$ cat src/rtl/lsu_pkg.sv
package lsu_pkg;

    typedef enum logic [1:0] {
        SZ_BYTE = 2'b00,
        SZ_HALF = 2'b01,
        SZ_WORD = 2'b10,
        SZ_RSVD = 2'b11
    } acc_size_e;

    typedef enum logic {
        ST_IDLE      = 1'b0,
        ST_LOAD_RESP = 1'b1
    } resp_state_e;

endpackage

$ cat src/rtl/lsu_addr_gen.sv
module lsu_addr_gen #(
    parameter int ADDR_W = 32,
    parameter int IMM_W  = 12
) (
    input  logic [ADDR_W-1:0] base,
    input  logic [IMM_W-1:0]  imm,
    output logic [ADDR_W-1:0] eff_addr
);
    localparam int EXT_W = ADDR_W - IMM_W;

    logic [ADDR_W-1:0] imm_ext;

    always_comb begin
        imm_ext  = {{EXT_W{imm[IMM_W-1]}}, imm};
        eff_addr = base + imm_ext;
    end
endmodule

$ cat src/rtl/lsu_span_check.sv
module lsu_span_check
    import lsu_pkg::*;
#(
    parameter int LANES = 4,
    parameter int OFF_W = 2
) (
    input  acc_size_e        size,
    input  logic [OFF_W-1:0] off,
    output logic             crosses,
    output logic [LANES-1:0] lane_mask
);
    localparam int CNT_W = OFF_W + 2;

    logic [CNT_W-1:0] nbytes;
    logic [CNT_W-1:0] end_pos;
    logic             illegal;

    always_comb begin
        illegal = 1'b0;
        unique case (size)
            SZ_BYTE: nbytes = CNT_W'(1);
            SZ_HALF: nbytes = CNT_W'(2);
            SZ_WORD: nbytes = CNT_W'(LANES);
            default: begin
                nbytes  = CNT_W'(0);
                illegal = 1'b1;
            end
        endcase
        end_pos = CNT_W'(off) + nbytes;
        crosses = illegal || (end_pos > CNT_W'(LANES));
    end

    for (genvar i = 0; i < LANES; i++) begin : g_lane
        assign lane_mask[i] = (CNT_W'(i) >= CNT_W'(off)) && (CNT_W'(i) < end_pos);
    end
endmodule

$ cat src/rtl/lsu_store_lane.sv
module lsu_store_lane #(
    parameter int DATA_W = 32,
    parameter int LANES  = 4,
    parameter int OFF_W  = 2
) (
    input  logic              enable,
    input  logic [OFF_W-1:0]  off,
    input  logic [LANES-1:0]  lane_mask,
    input  logic [DATA_W-1:0] wdata,
    output logic [LANES-1:0]  we,
    output logic [DATA_W-1:0] lane_data
);
    always_comb begin
        lane_data = wdata << {off, 3'b000};
        we        = enable ? lane_mask : '0;
    end
endmodule

$ cat src/rtl/lsu_load_extract.sv
module lsu_load_extract
    import lsu_pkg::*;
#(
    parameter int DATA_W = 32,
    parameter int OFF_W  = 2
) (
    input  logic [DATA_W-1:0] rdata,
    input  logic [OFF_W-1:0]  off,
    input  acc_size_e         size,
    input  logic              zero_ext,
    output logic [DATA_W-1:0] data
);
    logic [DATA_W-1:0] shifted;
    logic              fill_b;
    logic              fill_h;

    always_comb begin
        shifted = rdata >> {off, 3'b000};
        fill_b  = !zero_ext && shifted[7];
        fill_h  = !zero_ext && shifted[15];
        unique case (size)
            SZ_BYTE: data = {{(DATA_W-8){fill_b}}, shifted[7:0]};
            SZ_HALF: data = {{(DATA_W-16){fill_h}}, shifted[15:0]};
            default: data = shifted;
        endcase
    end
endmodule

$ cat src/rtl/lsu_align_unit.sv
module lsu_align_unit
    import lsu_pkg::*;
#(
    parameter int DATA_W = 32,
    parameter int ADDR_W = 32,
    parameter int IMM_W  = 12
) (
    input  logic              clk,
    input  logic              rst_n,
    input  logic              req_valid,
    input  logic              req_is_store,
    input  logic [1:0]        req_size,
    input  logic              req_unsigned,
    input  logic [ADDR_W-1:0] req_base,
    input  logic [IMM_W-1:0]  req_imm,
    input  logic [DATA_W-1:0] req_wdata,
    output logic [ADDR_W-1:0] mem_addr,
    output logic              mem_re,
    output logic [DATA_W/8-1:0] mem_we,
    output logic [DATA_W-1:0] mem_wdata,
    input  logic [DATA_W-1:0] mem_rdata,
    output logic              misaligned,
    output logic              load_valid,
    output logic [DATA_W-1:0] load_data
);
    localparam int LANES = DATA_W / 8;
    localparam int OFF_W = $clog2(LANES);

    logic [ADDR_W-1:0] eff_addr;
    logic [OFF_W-1:0]  off;
    logic              crosses;
    logic [LANES-1:0]  lane_mask;
    logic              store_go;
    logic              load_go;
    acc_size_e         size_e;

    resp_state_e       state_q, state_d;
    logic [OFF_W-1:0]  ctx_off_q;
    acc_size_e         ctx_size_q;
    logic              ctx_zext_q;

    assign size_e = acc_size_e'(req_size);
    assign off    = eff_addr[OFF_W-1:0];

    lsu_addr_gen #(.ADDR_W(ADDR_W), .IMM_W(IMM_W)) u_agen (
        .base     (req_base),
        .imm      (req_imm),
        .eff_addr (eff_addr)
    );

    lsu_span_check #(.LANES(LANES), .OFF_W(OFF_W)) u_span (
        .size      (size_e),
        .off       (off),
        .crosses   (crosses),
        .lane_mask (lane_mask)
    );

    assign misaligned = req_valid && crosses;
    assign store_go   = req_valid && req_is_store && !crosses;
    assign load_go    = req_valid && !req_is_store && !crosses;

    lsu_store_lane #(.DATA_W(DATA_W), .LANES(LANES), .OFF_W(OFF_W)) u_stl (
        .enable    (store_go),
        .off       (off),
        .lane_mask (lane_mask),
        .wdata     (req_wdata),
        .we        (mem_we),
        .lane_data (mem_wdata)
    );

    assign mem_addr = {eff_addr[ADDR_W-1:OFF_W], {OFF_W{1'b0}}};
    assign mem_re   = load_go;

    // next-state decision
    always_comb begin
        state_d = state_q;
        unique case (state_q)
            ST_IDLE:      state_d = load_go ? ST_LOAD_RESP : ST_IDLE;
            ST_LOAD_RESP: state_d = load_go ? ST_LOAD_RESP : ST_IDLE;
            default:      state_d = ST_IDLE;
        endcase
    end

    // state register and captured load shape
    always_ff @(posedge clk) begin
        if (!rst_n) begin
            state_q    <= ST_IDLE;
            ctx_off_q  <= '0;
            ctx_size_q <= SZ_BYTE;
            ctx_zext_q <= 1'b0;
        end else begin
            state_q <= state_d;
            if (load_go) begin
                ctx_off_q  <= off;
                ctx_size_q <= size_e;
                ctx_zext_q <= req_unsigned;
            end
        end
    end

    lsu_load_extract #(.DATA_W(DATA_W), .OFF_W(OFF_W)) u_lext (
        .rdata    (mem_rdata),
        .off      (ctx_off_q),
        .size     (ctx_size_q),
        .zero_ext (ctx_zext_q),
        .data     (load_data)
    );

    // outputs from state
    always_comb begin
        unique case (state_q)
            ST_LOAD_RESP: load_valid = 1'b1;
            default:      load_valid = 1'b0;
        endcase
    end
endmodule

$ cat config.mk
export PLATFORM = sky130hd
export DESIGN_NAME = lsu_align_unit
export DESIGN_NICKNAME = d
export VERILOG_FILES = /design/src/rtl/lsu_pkg.sv /design/src/rtl/lsu_addr_gen.sv /design/src/rtl/lsu_span_check.sv /design/src/rtl/lsu_store_lane.sv /design/src/rtl/lsu_load_extract.sv /design/src/rtl/lsu_align_unit.sv
export SDC_FILE = /design/constraint.sdc
export NUM_CORES = 1
export LEC_CHECK = 0
export ABC_CLOCK_PERIOD_IN_PS = 7300
export BUFFER_PORTS_ARGS = -buffer_cell sky130_fd_sc_hd__buf_2
export CAP_MARGIN = 5
export CORE_UTILIZATION = 49
export DETAILED_ROUTE_END_ITERATION = 8
export PLACE_DENSITY_LB_ADDON = 0.3
export SETUP_SLACK_MARGIN = 0.15
export SKIP_CTS_REPAIR_TIMING = 1
export SYNTH_ARGS = -nofsm -noshare
export SYNTH_HDL_FRONTEND = slang
export SYNTH_SLANG_ARGS = --single-unit
$ cat constraint.sdc
create_clock -name clk -period 7.3 [get_ports clk]
set_input_delay 1.46 -clock clk [delete_from_list [all_inputs] [get_ports clk]]
set_output_delay 1.46 -clock clk [all_outputs]
set_load 0.01 [all_outputs]
==> results_dict.tcl, run 1 <==
set metrics [dict create \
    status "finished clean" \
    post_drt_wl_per_cell_um 15.1 \
    power_density_nw_per_um2 124 \
    drive_above_1_share 0.340 \
    clk_latency_ps 220 \
    leakage_nw 2.19 \
    post-route-util 0.649 \
    wirelength_um 12000 \
    crit_arrival_ps 4680 \
    hold_viol 0 \
    skew_ps 0 \
    slowest_delay_ps 680 \
    critical_path.top_delay_family "adder cells" \
    maxCapViolations 0 \
    die_h_um 87.4 \
    dp_hpwl_um 9860 \
    yosys_most_used_dff "dfxtp_1" \
    synthTopCellsByArea "ha_1 12%, mux2i_1 11%, a21oi_1 8.3%" \
    die_area_um2 7630 \
    syn-cell-area_um2 3570 \
    synth-seq-cells 6 \
    place_area_um2 4440 \
    syn_inst 532 \
    hold_class "flip-flop to flip-flop" \
    fin_crit_sh 0.841 \
    antenna_found_initial 3 \
    grt_pass1_wl_um 17900 \
    netlist.area_leader.share 0.116 \
    crit_path_end_kind "output port" \
    report.final.slew_viol_count 0 \
    stdcell_area_um2 4480 \
    grt_setup_unrepaired "no" \
    ys_types 55 \
    grt_max_degree 40 \
    fin_nets 846 \
    cp_slowest_cell "a2111oi_0" \
    area_growth_pct 25.6 \
    cts_tree "yes" \
    firstDrtPassIters 4 \
    synth_seq_area_share 0.0336 \
    yosys_warnings 0 \
    peakVddDrop_mv 0.0592 \
    clk_pin_slew_ps 40 \
    globalplace.congestion 0.919 \
    tns_ps 0 \
    synth.avg_cell_area_um2 6.71 \
    drc 0 \
    yosys.area.top_type "ha_1" \
    r2r.worst_path.cells 2 \
    htreeDepth 1 \
    final_cell_mix "215 x buf_2, 59 x a21oi_1, 54 x nand2_1" \
    required_ps 5840 \
    worst-r2r-setup-slack_ps 5900 \
    boundaryPins 218 \
    core-area_um2 6910 \
    vias_per_cell 5.59 \
    crit_chain "buf_2, ha_1, fa_1, buf_4, ha_1, nand2_1, and2_1, a2bb2oi_1, nand3_1, a2111oi_0, buf_2" \
    r2r_start "ctx_off_q[1]" \
    drt-initial-drc-count 120 \
    placementRows 30 \
    cts.sinks 6 \
    clockBufferDepth 2 \
    start_util 0.517 \
    worst_slew_pin_slew_ps 1090 \
    final_antenna_net_count 0 \
    synthArstFlopShare 0 \
    fmax_mhz 163 \
    layout_commonest_cell "buf_2" \
    critical_path_class "input port to output port" \
    grt_overflow 0 \
    worstHoldEndpoint "ctx_off_q[0]" \
    cp_num_buf_inv 3 \
    hold_path_startpoint "ctx_off_q[0]" \
    critPathMaxFanout 39 \
    start_kind "input port" \
    grt_usage 0.289 \
    finalSetupViolCount 0 \
    min_path_cells 2 \
    grt_pass1_vias 3958 \
    num_vias 4426 \
    max-slew-margin-rel 0.271 \
    synth_edf_count 0 \
    period_needed_ps 6140 \
    io_buffers 215 \
    r2r-end "ctx_off_q[1]" \
    clock-root-buffer "clkbuf_8" \
    die_w_um 87.4 \
    numCtsBuffers 3 \
]
[routing by layer]
metal  vias up  wire [µm]  track usage
met5         -          0            0
met4         0        312       0.0984
met3        26        949       0.0521
met2       165       5820        0.516
met1      2022       4870        0.346
li1       2213          -            -
[metrics by stage]
step / cells / total power, mW / hold slack [ps] / setup slack [ps]
finish: 792 / 0.556 / 520 / 1160
global route: 791 / 0.604 / 568 / 958
floorplan: 533 / 0.381 / 497 / 1830
CTS: 790 / 0.554 / 525 / 1150
global placement: 787 / 0.493 / 510 / 1190
detailed placement: 787 / 0.501 / 513 / 1160
[how the worst max path moves through the flow]
stage | start | to | slack [ps] | cells after the start
CTS | req_base[0] | mem_we[0] | 1150 | 11
floorplan | req_base[0] | mem_we[0] | 1830 | 8
global route | req_base[0] | mem_we[0] | 960 | 11
finish | req_base[0] | mem_we[0] | 1160 | 11
global placement | req_base[0] | mem_we[0] | 1190 | 11
detailed placement | req_base[0] | mem_we[0] | 1160 | 11
[worst reg2reg max path: cells and delay by family (launching register included)]
| kind | cells | cell delay [ps] |
|---|---|---|
| DFF | 1 | 1030 |
| muxes | 1 | 170 |
| and+or+nand+nor | 1 | 140 |
[cell usage after synthesis (7+ instances only)]
| master | n |
|---|---|
| a21o_1 | 10 |
| a211oi_1 | 21 |
| nand3_1 | 11 |
| xor2_1 | 11 |
| o21ai_0 | 46 |
| a21oi_1 | 59 |
| clkbuf_1 | 15 |
| xnor2_1 | 15 |
| o211ai_1 | 7 |
| mux2i_1 | 38 |
| nor2b_1 | 31 |
| inv_1 | 9 |
| nor2_1 | 48 |
| ha_1 | 33 |
| nand2_1 | 54 |
| and2_1 | 11 |
| buf_4 | 32 |
[layout make-up]
type,instances,area [µm²]
multi-input cells,458,3060
fillers,683,2420
repair buffers,218,1100
flip-flops and latches,6,120
well taps,96,120
clock buffers,3,41.3
inverters,9,33.8
diodes,2,5.00
[sequential cells by signal, indices dropped and copies added (netlist names)]
signal / count
state_q: 1
ctx_size_q: 2
ctx_zext_q: 1
ctx_off_q: 2
[logic make-up (layout without fill, tap and decap cells)]
family	Yosys count	count (layout)	share of synthesized area
AO/OA/AOI/OAI	176	176	0.315
XOR/XNOR	26	26	0.0638
adder cells (fa/ha/maj)	35	35	0.127
buffers and inverters	69	230	0.109
flip-flops	6	6	0.0337
multiplexers	38	38	0.107
other	1	4	0.00105
AND/OR/NAND/NOR	181	181	0.244
[power breakdown]
group          internal, mW  switching, mW  total (mW)  leakage, nW
combinational         0.197          0.272       0.470         2.12
clock                0.0353         0.0135      0.0488       0.0216
sequential           0.0345        0.00343      0.0379       0.0488
(Power assumes the default switching activity.)
==> inputs of run 2 (changes only) <==
Settings changed: ABC_CLOCK_PERIOD_IN_PS 7300 to 6300, CORE_UTILIZATION 49 to 45.
Clock period 7.3 ns to 6.3 ns, I/O delays scaled along.
==> run 2 against run 1 <==
  * Via count is 1.4% lower
  * Highest routed layer unchanged
  * Clock-buffer cell count stayed put
  * Die area is 8.7% higher
  * Critical path type unchanged
  * Non-clock buffer count stayed put
  * Worst hold slack better by 16 ps
  * Sequential power is 19% higher
  * Clock skew stayed put
  * Final area hardly changed
  * Register-to-register slack worse by 1000 ps
  * Critical endpoint unchanged
  * Setup slack worse by 170 ps
  * Sequential share of layout area hardly changed
  * Sequential cell count stayed put
==> results_dict.tcl, run 2 (same netlist as run 1, synthesis figures left out) <==
set metrics [dict create \
    status "finished clean" \
    grt_pass1_wl_um 18100 \
    use_met3 0.0293 \
    grt_pass1_vias 3969 \
    skew_ps 0 \
    worst_slew_pin_slew_ps 1130 \
    die_area_um2 8290 \
    peakVddDrop_mv 0.0669 \
    vias_per_cell 5.48 \
    globalplace.congestion 0.909 \
    crit_arrival_ps 4050 \
    htreeDepth 1 \
    grt_setup_unrepaired "no" \
    reg_top3 "ctx_off_q x2, ctx_size_q x2" \
    cts_tree "yes" \
    clock-root-buffer "clkbuf_8" \
    clk_latency_ps 240 \
    drive_above_1_share 0.340 \
    crit_path_end_kind "output port" \
    numCtsBuffers 3 \
    placementRows 32 \
    start_kind "input port" \
    hold_class "flip-flop to flip-flop" \
    drt-initial-drc-count 134 \
    die_h_um 91.1 \
    num_vias 4365 \
    start_util 0.464 \
    grt_usage 0.257 \
    firstDrtPassIters 7 \
    grt_overflow 0 \
    hold_viol 0 \
    critical_path.top_delay_family "adder cells" \
    drc 0 \
    critical_path_class "input port to output port" \
    die_w_um 91.1 \
    cp_num_buf_inv 2 \
    layout_commonest_cell "buf_2" \
    maxCapViolations 0 \
    fill_cells 796 \
    finalSetupViolCount 0 \
    grt_max_degree 38 \
    critPathMaxFanout 5 \
    area_growth_pct 25.6 \
    period_needed_ps 5310 \
    io_buffers 215 \
    report.power.total_mw 0.647 \
    tns_ps 0 \
    crit_chain "buf_2, ha_1, fa_1, fa_1, nor2_1, o211ai_1, a2bb2oi_1, nand3_1, a2111oi_0, buf_2" \
    report.final.slew_viol_count 0 \
    slowest_delay_ps 570 \
    gr-usage-met2 0.464 \
    busiest_layer "met2" \
    dp_hpwl_um 9150 \
    final_antenna_net_count 0 \
    required_ps 5040 \
    final_cell_mix "215 x buf_2, 59 x a21oi_1, 54 x nand2_1" \
    cp_slowest_cell "fa_1" \
    wirelength_um 11200 \
    antenna_found_initial 0 \
    fin_nets 846 \
    cts.sinks 6 \
    leakage_nw 2.19 \
    fin_crit_sh 0.843 \
    core-area_um2 7690 \
    power_density_nw_per_um2 144 \
    clockBufferDepth 2 \
    max-slew-margin-rel 0.247 \
    fmax_mhz 188 \
    diodes 0 \
    boundaryPins 218 \
    clk_pin_slew_ps 40 \
    post_drt_wl_per_cell_um 14.1 \
    use_met1 0.308 \
]
==> run 2: cell types whose count changed in the layout (fill, tap and decap cells not counted), sizes merged <==
cell   previous run  this run
diode             2         0
==> run 2: worst reg2reg max path, stage by stage (launching register included) <==
cell	delay, ps
dfxtp_1	1060
mux2i_1	160
nor2b_1	140
==> run 2: metal layers <==
layer  share of wire  routed length, µm
met3           0.053                593
met2            0.49               5540
met4           0.033                373
met1            0.42               4740
met5               0                  0
==> run 2: per-stage QoR <==
| step | worst slack [ps] | std cells | cell area, µm² | utilization | hold slack [ps] |
|---|---|---|---|---|---|
| after global placement | 1100 | 793 | 4440 | 0.578 | 530 |
| after floorplan | 1230 | 533 | 3570 | - | 497 |
| final | 991 | 796 | 4480 | 0.583 | 535 |
| after CTS | 1000 | 796 | 4480 | 0.583 | 532 |
| after global routing | 749 | 796 | 4480 | 0.583 | 558 |
| after detailed placement | 1020 | 793 | 4440 | 0.578 | 528 |
==> run 2: layout make-up <==
class / instances / area [µm²] / share of cell area
multi-input cells: 458 / 3060 / 0.683
repair buffers: 218 / 1100 / 0.245
well taps: 102 / 128 / 0.0285
clock buffers: 3 / 41.3 / 0.00921
inverters: 9 / 33.8 / 0.00753
flip-flops and latches: 6 / 120 / 0.0268
==> run 2: final timing paths <==
check	startpoint	end	slack [ps]	depth (start not counted)
worst min-delay path	ctx_zext_q	ctx_zext_q	540	2
worst max register to register	ctx_off_q[1]	ctx_off_q[1]	4880	2
worst max-delay path	req_base[0]	mem_we[0]	990	10
worst min register to register	ctx_zext_q	ctx_zext_q	540	2
==> run 2: power by group <==
| group | leakage (nW) | internal (mW) | switching, mW | total, mW |
|---|---|---|---|---|
| clock network | 0.0216 | 0.0414 | 0.0208 | 0.0622 |
| logic | 2.12 | 0.228 | 0.311 | 0.539 |
| registers | 0.0488 | 0.0399 | 0.00527 | 0.0451 |
==> inputs of run 3 (changes only) <==
Settings changed: ABC_AREA set to 1, ABC_CLOCK_PERIOD_IN_PS 6300 to 4800, CORE_UTILIZATION 45 to 43.
Clock period 6.3 ns to 4.8 ns, I/O delays scaled along.
==> run 3 against run 2 <==
  * Non-clock buffer count grew 3
  * Power grew 45%
  * Worst hold slack gained 17 ps
  * Die area grew 19%
  * Core utilization shrank 3.4 points
  * Clock power grew 22%
  * Via count grew 23%
  * Setup slack lost 290 ps
  * Final cell count grew 37%
  * Sequential power grew 33%
  * Critical endpoint unchanged
  * Largest power group unchanged
==> results_dict.tcl, run 3 <==
set metrics [dict create \
    dp_hpwl_um 11000 \
    die_h_um 99.4 \
    drc 0 \
    hold_path_startpoint "ctx_size_q[0]" \
    vias_per_cell 4.91 \
    yosys_warnings 0 \
    grt_pass1_wl_um 20600 \
    skew_ps 0 \
    synth-seq-cells 6 \
    placementRows 35 \
    gr-usage-met2 0.464 \
    grt_pass1_vias 4622 \
    r2r-end "ctx_off_q[1]" \
    tns_ps 0 \
    post_drt_wl_per_cell_um 11.8 \
    cts.sinks 6 \
    firstDrtPassIters 5 \
    boundaryPins 218 \
    cts_tree "yes" \
    num_vias 5349 \
    final_cell_mix "299 x nand2_1, 215 x buf_2, 145 x inv_1" \
    r2r_start "ctx_off_q[1]" \
    die_area_um2 9880 \
    synthArstFlopShare 0 \
    reg_top3 "ctx_off_q x2, ctx_size_q x2" \
    finalSetupViolCount 0 \
    start_kind "input port" \
    layout_commonest_cell "nand2_1" \
    grt_usage 0.252 \
    crit_path_end_kind "output port" \
    yosys_most_used_dff "dfxtp_1" \
    grt_max_degree 30 \
    critical_path_class "input port to output port" \
    r2r.worst_path.cells 4 \
    wirelength_um 12900 \
    io_buffers 215 \
    die_w_um 99.4 \
    netlist.area_leader.share 0.275 \
    status "finished clean" \
    htreeDepth 1 \
    grt_setup_unrepaired "no" \
    multi_input_area_um2 3070 \
    synthTopCellsByArea "nand2_1 28%, inv_1 13%, ha_1 10%" \
    synth_edf_count 0 \
    start_util 0.444 \
    synth.avg_cell_area_um2 5.08 \
    clk_pin_slew_ps 30 \
    report.final.slew_viol_count 0 \
    ys_types 38 \
    use_met1 0.309 \
    critPathMaxFanout 3 \
    peakVddDrop_mv 0.0892 \
    hold_viol 0 \
    hold_class "flip-flop to flip-flop" \
    busiest_layer "met2" \
    worst_slew_pin_slew_ps 808 \
    yosys.area.top_type "nand2_1" \
    place_inst 1087 \
    worst-r2r-setup-slack_ps 3370 \
    clockBufferDepth 2 \
    crit_arrival_ps 3140 \
    synth_seq_area_share 0.0294 \
    max-slew-margin-rel 0.461 \
    period_needed_ps 4100 \
    drt-initial-drc-count 194 \
    synth_most_common_cell "nand2_1" \
    fin_nets 1131 \
    syn-cell-area_um2 4080 \
    syn_inst 803 \
    maxCapViolations 0 \
    clock-root-buffer "clkbuf_8" \
    core-area_um2 9200 \
    fin_crit_sh 0.854 \
    diodes 0 \
    stdcell_count 1090 \
    required_ps 3840 \
    worstHoldEndpoint "ctx_size_q[0]" \
    use_met3 0.0316 \
    synth.top_cells.by_count "299 x nand2_1, 145 x inv_1, 79 x nor2_1" \
    numCtsBuffers 3 \
    clk_latency_ps 220 \
    drive_above_1_share 0.247 \
    final_antenna_net_count 0 \
    leakage_nw 3.37 \
    ff_latch_area_um2 120 \
    min_path_cells 4 \
    globalplace.congestion 0.941 \
    fill_cells 1043 \
    fmax_mhz 244 \
    power_density_nw_per_um2 186 \
    grt_overflow 0 \
    antenna_found_initial 0 \
    area_growth_pct 23.7 \
]
[run 3: cell types whose count changed in the layout (fill, tap and decap cells not counted), sizes merged, moves of 9 or more]
cell	previous run	this run
a211oi	23	0
a21o	11	2
a21oi	60	41
and2	11	1
inv	9	147
mux2i	38	7
nand2	54	300
nand3	11	38
nor2	51	80
nor2b	31	0
o221ai	2	16
xnor2	15	2
[run 3: worst max path at each step]
stage,start,endpoint,slack [ps],depth (start not counted)
floorplan,req_base[0],mem_re,940,11
global placement,req_base[0],mem_we[0],760,11
detailed placement,req_base[0],mem_we[0],740,11
CTS,req_base[0],mem_we[0],720,11
global route,req_base[0],mem_we[2],540,12
finish,req_base[0],mem_we[0],700,11
[run 3: area by class of cell]
cell class / count / share of cell area
clock buffers: 3 / 0.00818
inverters: 148 / 0.110
multi-input cells: 601 / 0.608
flip-flops and latches: 6 / 0.0238
well taps: 111 / 0.0275
repair buffers: 221 / 0.222
[run 3: cells by family after synthesis]
| logic type | share of synthesized area |
|---|---|
| and+or+nand+nor | 0.421 |
| xor gates and xnor gates | 0.0343 |
| adders and majority gates | 0.111 |
| AOI/OAI and AO/OA | 0.167 |
| other | 0.000919 |
| buffers and inverters | 0.219 |
| DFF | 0.0294 |
| muxes | 0.0172 |
[run 3: worst max-delay path, stage by stage]
cell and delay, ps:
buf_2 100, ha_1 240, fa_1 510, fa_1 480, nand2_1 90, nand2_1 60, a21oi_1 210, nand2_1 130
o21ai_0 160, nor2_1 60, buf_2 140
[run 3: report_power, final]
part / leakage, nW / internal, mW / switching [mW]
Sequential: 0.0491 / 0.0539 / 0.00629
Combinational: 3.30 / 0.314 / 0.489
Clock: 0.0216 / 0.0539 / 0.0219
Total: 3.37 / 0.422 / 0.517
[run 3: through the flow]
stage	cell area [µm²]	setup slack [ps]	hold WS, ps	power (mW)	utilization
floorplan	4080	939	513	0.642	-
global placement	5010	762	538	0.857	0.544
detailed placement	5010	736	546	0.862	0.544
CTS	5050	718	553	0.944	0.549
global route	5050	544	582	1.04	0.549
finish	5050	701	553	0.939	0.549
[run 3: layer usage]
layer	up-vias	wire length, µm
met5	-	0
met4	0	275
met3	22	790
met2	180	6180
met1	2310	5640
li1	2837	-
